<file path="src/rtl/dtr_pkg.sv">
package dtr_pkg;
  typedef struct packed {
    logic clear;
    logic loadAddr;
    logic loadCount;
    logic move;
    logic finish;
  } dpStrobe_t;

  typedef enum logic [1:0] {ST_IDLE, ST_RUN, ST_TAG, ST_WAIT} ctrlState_t;
endpackage

</file>
<file path="src/rtl/tagDatapath.sv">
module tagDatapath import dtr_pkg::*; #(
  parameter int ADDR_W = 24,
  parameter int CNT_W  = 24,
  parameter int ACC_W  = 16
) (
  input  logic              clk,
  input  logic              rstN,
  input  dpStrobe_t         stb,
  input  logic [31:0]       fifoData,
  output logic [ADDR_W-1:0] addrOut,
  output logic              cntZero,
  output logic              endFlag,
  output logic [ACC_W-1:0]  irqDelay
);
  logic [ADDR_W-1:0] addrQ;
  logic [CNT_W-1:0]  cntQ;
  logic [ACC_W-1:0]  wordsQ;
  logic              endQ;
  logic [ACC_W-1:0]  quarter;

  always_ff @(posedge clk or negedge rstN) begin
    if (!rstN) begin
      addrQ  <= '0;
      cntQ   <= '0;
      wordsQ <= '0;
      endQ   <= 1'b0;
    end else begin
      if (stb.clear) begin
        cntQ   <= '0;
        wordsQ <= '0;
        endQ   <= 1'b0;
      end
      if (stb.loadAddr) begin
        addrQ <= fifoData[ADDR_W-1:0];
        endQ  <= fifoData[31] | fifoData[30];
      end
      if (stb.loadCount) cntQ <= fifoData[CNT_W-1:0];
      if (stb.move) begin
        addrQ  <= addrQ + ADDR_W'(4);
        cntQ   <= cntQ - CNT_W'(1);
        wordsQ <= wordsQ + ACC_W'(1);
      end
      if (stb.finish) endQ <= 1'b0;
    end
  end

  assign quarter  = wordsQ >> 2;
  assign irqDelay = (quarter == '0) ? ACC_W'(1) : quarter;
  assign addrOut  = addrQ;
  assign cntZero  = (cntQ == '0);
  assign endFlag  = endQ;
endmodule

</file>
<file path="src/rtl/tagCtrl.sv">
module tagCtrl import dtr_pkg::*; #(
  parameter int OCC_W = 8,
  parameter int ACC_W = 16
) (
  input  logic             clk,
  input  logic             rstN,
  input  logic             start,
  input  logic [OCC_W-1:0] fifoCount,
  input  logic             cntZero,
  input  logic             endFlag,
  input  logic [ACC_W-1:0] irqDelay,
  output dpStrobe_t        stb,
  output logic             fifoPop,
  output logic             busy,
  output logic             xferFlag,
  output logic             irq
);
  localparam int TAG_WORDS = 4;
  localparam int PH_W = $clog2(TAG_WORDS);

  ctrlState_t       state;
  logic [PH_W-1:0]  phase;
  logic [ACC_W-1:0] delay;

  always_comb begin
    stb     = '0;
    fifoPop = 1'b0;
    case (state)
      ST_IDLE: stb.clear = start;
      ST_RUN: begin
        if (cntZero && endFlag) begin
          stb.finish = 1'b1;
        end else if (cntZero && fifoCount >= OCC_W'(TAG_WORDS)) begin
          stb.loadAddr = 1'b1;
          fifoPop      = 1'b1;
        end else if (!cntZero && fifoCount != '0) begin
          stb.move = 1'b1;
          fifoPop  = 1'b1;
        end
      end
      ST_TAG: begin
        fifoPop       = 1'b1;
        stb.loadCount = (phase == PH_W'(1));
      end
      default: ;
    endcase
  end

  always_ff @(posedge clk or negedge rstN) begin
    if (!rstN) begin
      state    <= ST_IDLE;
      phase    <= '0;
      delay    <= '0;
      busy     <= 1'b0;
      xferFlag <= 1'b0;
      irq      <= 1'b0;
    end else begin
      irq <= 1'b0;
      case (state)
        ST_IDLE: if (start) begin
          state    <= ST_RUN;
          busy     <= 1'b1;
          xferFlag <= 1'b1;
        end
        ST_RUN: begin
          if (stb.finish) begin
            state <= ST_WAIT;
            busy  <= 1'b0;
            delay <= irqDelay;
          end else if (stb.loadAddr) begin
            state <= ST_TAG;
            phase <= PH_W'(1);
          end
        end
        ST_TAG: begin
          phase <= phase + PH_W'(1);
          if (phase == PH_W'(TAG_WORDS - 1)) state <= ST_RUN;
        end
        ST_WAIT: begin
          if (delay == ACC_W'(1)) begin
            irq      <= 1'b1;
            xferFlag <= 1'b0;
            state    <= ST_IDLE;
          end else begin
            delay <= delay - ACC_W'(1);
          end
        end
        default: state <= ST_IDLE;
      endcase
    end
  end
endmodule

</file>
<file path="src/rtl/dmaTagReader.sv">
module dmaTagReader import dtr_pkg::*; #(
  parameter int OCC_W  = 8,
  parameter int ADDR_W = 24,
  parameter int CNT_W  = 24,
  parameter int ACC_W  = 16
) (
  input  logic              clk,
  input  logic              rstN,
  input  logic              start,
  input  logic [OCC_W-1:0]  fifoCount,
  input  logic [31:0]       fifoData,
  output logic              fifoPop,
  output logic              memWe,
  output logic [ADDR_W-1:0] memAddr,
  output logic [31:0]       memData,
  output logic              busy,
  output logic              xferFlag,
  output logic              irq
);
  dpStrobe_t        stb;
  logic             cntZero;
  logic             endFlag;
  logic [ACC_W-1:0] irqDelay;

  tagCtrl #(.OCC_W(OCC_W), .ACC_W(ACC_W)) u_ctrl (
    .clk(clk), .rstN(rstN), .start(start), .fifoCount(fifoCount),
    .cntZero(cntZero), .endFlag(endFlag), .irqDelay(irqDelay),
    .stb(stb), .fifoPop(fifoPop), .busy(busy), .xferFlag(xferFlag), .irq(irq)
  );

  tagDatapath #(.ADDR_W(ADDR_W), .CNT_W(CNT_W), .ACC_W(ACC_W)) u_dp (
    .clk(clk), .rstN(rstN), .stb(stb), .fifoData(fifoData),
    .addrOut(memAddr), .cntZero(cntZero), .endFlag(endFlag), .irqDelay(irqDelay)
  );

  assign memWe   = stb.move;
  assign memData = fifoData;
endmodule

</file>
<file path="config.mk">
export PLATFORM = sky130hd
export DESIGN_NAME = dmaTagReader
export DESIGN_NICKNAME = d
export VERILOG_FILES = /design/src/rtl/dtr_pkg.sv /design/src/rtl/tagDatapath.sv /design/src/rtl/tagCtrl.sv /design/src/rtl/dmaTagReader.sv
export SDC_FILE = /design/constraint.sdc
export NUM_CORES = 1
export LEC_CHECK = 0
export BUFFER_PORTS_ARGS = -buffer_cell sky130_fd_sc_hd__buf_4
export CORE_MARGIN = 2
export CORE_UTILIZATION = 32
export CTS_CLUSTER_DIAMETER = 50
export CTS_CLUSTER_SIZE = 28
export DETAILED_ROUTE_END_ITERATION = 16
export PLACE_DENSITY_LB_ADDON = 0.12
export SETUP_SLACK_MARGIN = 0.4
export SKIP_CTS_REPAIR_TIMING = 1
export SYNTH_ARGS = -nofsm -noshare
export SYNTH_HDL_FRONTEND = slang
export SYNTH_SLANG_ARGS = --single-unit
export TNS_END_PERCENT = 5
</file>
<file path="constraint.sdc">
create_clock -name clk -period 4.7 [get_ports clk]
set_clock_uncertainty 0.2 [all_clocks]
set_input_delay 0.94 -clock clk [delete_from_list [all_inputs] [get_ports clk]]
set_output_delay 0.94 -clock clk [all_outputs]
set_load 0.02 [all_outputs]
</file>
==> results.ini <==
[logic_synthesis]
synth_fa_ha_area_share_pct = 2.78
synth_top_area_share_pct = 40.8
yosys.area.top_type = dfrtp_1
synth_most_common_cell = nand2_1
synth.area.top_cells = dfrtp_1, nand2_1, buf_4
ys_warn_count = 0
yosysSeqAreaShare_pct = 40.8
synth-compound-area-share_pct = 20.5
syn_inst = 642
synth_area_um2 = 5400
avgSynthCellArea_um2 = 8.41
synthMuxAreaShare_pct = 0.209
synth_edf_count = 0
ys_types = 64
syn_nets = 697
synth-seq-cells = 88
synth-xor-area-share_pct = 0.973
synth_top_family_by_area = simple AND/OR/NAND/NOR gates
synthSimpleGateAreaFrac_pct = 26.2
async_reset_ff_share_pct = 100
synthTopCellsByCount = nand2_1, dfrtp_1, nor2_1, o21ai_0, nand3_1
dominantRegCellSynth = dfrtp_1

[global_routing]
grt_pass1_vias = 4837
grt_start_max_net_pins = 71
grt_pass1_wl_um = 26200
antenna_found_initial = 0
overflow = 0
grtUsageTotal_pct = 18.5

[critical_path]
critPathMaxFanout = 5
max_stage_delay_ns = 0.62
critPathSlowestCell = or4b_2
critPathTopFamily = simple AND/OR/NAND/NOR gates
crit_buf_inv = 2
path_cells = inv_1 > ha_1 > or4b_2 > or4_1 > nor4_4 > o31a_1 > buf_4
reg2reg_depth = 9
arrival_ns = 2.86
crit_path_start = u_dp.cntQ[0]$_DFFE_PN0P_
rrSetupSlack_ns = 1.08
end_kind = output port
cp.required_ns = 3.56
path_depth = 7
start_kind = flop
crit_type = flop to output port
rr_startpoint = u_dp.cntQ[0]$_DFFE_PN0P_
timing.rr.end = u_dp.cntQ[9]$_DFFE_PN0P_
endpoint = fifoPop

[sta]
finalMaxSlewViolations = 0
rsz0062_at_grt = no
relSlewSlack_pct = 36.2
setup_tns_ns = 0
holdWs_ns = 0.280
finalCriticalPeriod_ns = 4.00
max_slew.worst_pin.slew_ns = 0.957
max_freq_mhz = 250
final_hold_viol_count = 0
finalSetupViolations = 0
fin_crit_sh_pct = 85.0

[clock_tree]
cts_sinks = 88
cts_buffer_depth = 2
root_buffer = clkbuf_16
cts_tree = built
clk_latency_ns = 0.35
htree_levels = 3
path_clk_slew_ns = 0.06
cts_made_buffers = 9

[routing]
wl_um = 16300
drc = 0
drt-vias-per-instance = 5.51
wire_per_inst_um = 17.8
drtPass1Iterations = 7
drt_iter0_markers = 483
vias = 5036
drtAntennaViolNets = 0

[floorplanning]
die-area_um2 = 17900
start_util_pct = 32.7
coreArea_um2 = 16500
fp.dieW_um = 134
rows = 47
pin_count = 104
die_y_um = 134

[final_layout]
drive_gt1_share_pct = 18.3
seq_area_um2 = 2200
design.final.nets = 744
multi_input_area_um2 = 2740
synthToLayoutAreaGrowth_pct = 17.3
n_fill_cell = 1697
diodes = 0

[power]
leakage_nw = 2.78
p_per_area_nw_per_um2 = 556
peakVddDrop_v = 0.000215

[worst_hold_path]
hp-class = flop to flop

[place]
dp_hpwl_um = 11700
io_buffers = 91
gp_congestion = 0.837

[job]
cap_violations = 0

[status]
status = complete, no violations

-- worst min-delay path by stage --
stage | from | to | slack [ns] | depth (start not counted)
2_1_floorplan | u_dp.wordsQ[10]$_DFFE_PN0P_ | u_dp.wordsQ[10]$_DFFE_PN0P_ | 0.28 | 1
3_3_place_gp | u_dp.addrOut[1]$_DFFE_PN0P_ | u_dp.addrOut[1]$_DFFE_PN0P_ | 0.26 | 2
3_5_place_dp | u_dp.addrOut[0]$_DFFE_PN0P_ | u_dp.addrOut[0]$_DFFE_PN0P_ | 0.27 | 2
4_1_cts | u_dp.addrOut[0]$_DFFE_PN0P_ | u_dp.addrOut[0]$_DFFE_PN0P_ | 0.29 | 2
5_1_grt | u_dp.addrOut[0]$_DFFE_PN0P_ | u_dp.addrOut[0]$_DFFE_PN0P_ | 0.33 | 2
6_report | u_dp.addrOut[0]$_DFFE_PN0P_ | u_dp.addrOut[0]$_DFFE_PN0P_ | 0.28 | 2
-- power breakdown --
group          internal, mW  total [mW]  leakage, nW  switching (mW)
sequential            0.975        1.23         1.16           0.253
combinational         0.582        1.54         1.47           0.962
clock                 0.440       0.749        0.150           0.309
total                  2.00        3.52         2.78            1.52
-- tightest hold or removal path, stage by stage (launching register included) --
cell and delay, ns:
dfrtp_1 0.35, nand2_1 0.05, nand2_1 0.05
-- state kept, by name, summed over array words and instances, names as in the netlist, 2 cells and up --
register,cells
u_dp.cntQ,24
u_ctrl.phase,2
u_ctrl.state,2
u_dp.addrOut,24
u_dp.wordsQ,16
u_ctrl.delay,16
-- layout by cell type, fill, tap and decap left out, types with 14 or more instances in the layout --
cell      synthesis  final
o211ai_1         21     21
buf_4            34     98
inv_1            21     21
a21oi_1          32     32
nor3_1           29     29
nand3_1          38     38
nor2_1           52     52
o21ai_0          43     43
dfrtp_1          88     88
or4_1            14     14
nand2_1          89     89
-- area by class of cell --
class                           count  share of cell area (%)
Clock buffer                       13                    4.11
Clock inverter                      3                   0.632
Inverter                           22                    1.30
Multi-Input combinational cell    470                    43.2
Sequential cell                    88                    34.8
Tap cell                          220                    4.35
Timing Repair Buffer               98                    11.6
-- cell families after synthesis --
family | count (synthesis)
muxes | 1
xor gates and xnor gates | 6
buffers and inverters | 84
AOI/OAI and AO/OA | 165
and+or+nand+nor | 286
adders and majority gates | 12
DFF | 88
-- per-stage QoR --
step / util (%) / power (mW) / setup slack [ns] / instance area, um^2 / instances
5_1_grt: 38.3 / 3.78 / 0.594 / 6330 / 914
3_3_place_gp: 36.5 / 2.76 / 0.769 / 6030 / 898
6_report: 38.3 / 3.52 / 0.705 / 6330 / 914
3_5_place_dp: 36.5 / 2.79 / 0.691 / 6030 / 898
4_1_cts: 38.3 / 3.55 / 0.682 / 6330 / 914
2_1_floorplan: - / 2.26 / 0.942 / 5400 / 642
-- routing by layer --
metal | share of wire (%) | global-route usage [%]
met5 | 0 | 0
met4 | 1.2 | 5.14
met3 | 3.7 | 3.14
met2 | 49 | 31.3
met1 | 46 | 24.3
(Power assumes the default switching activity.)
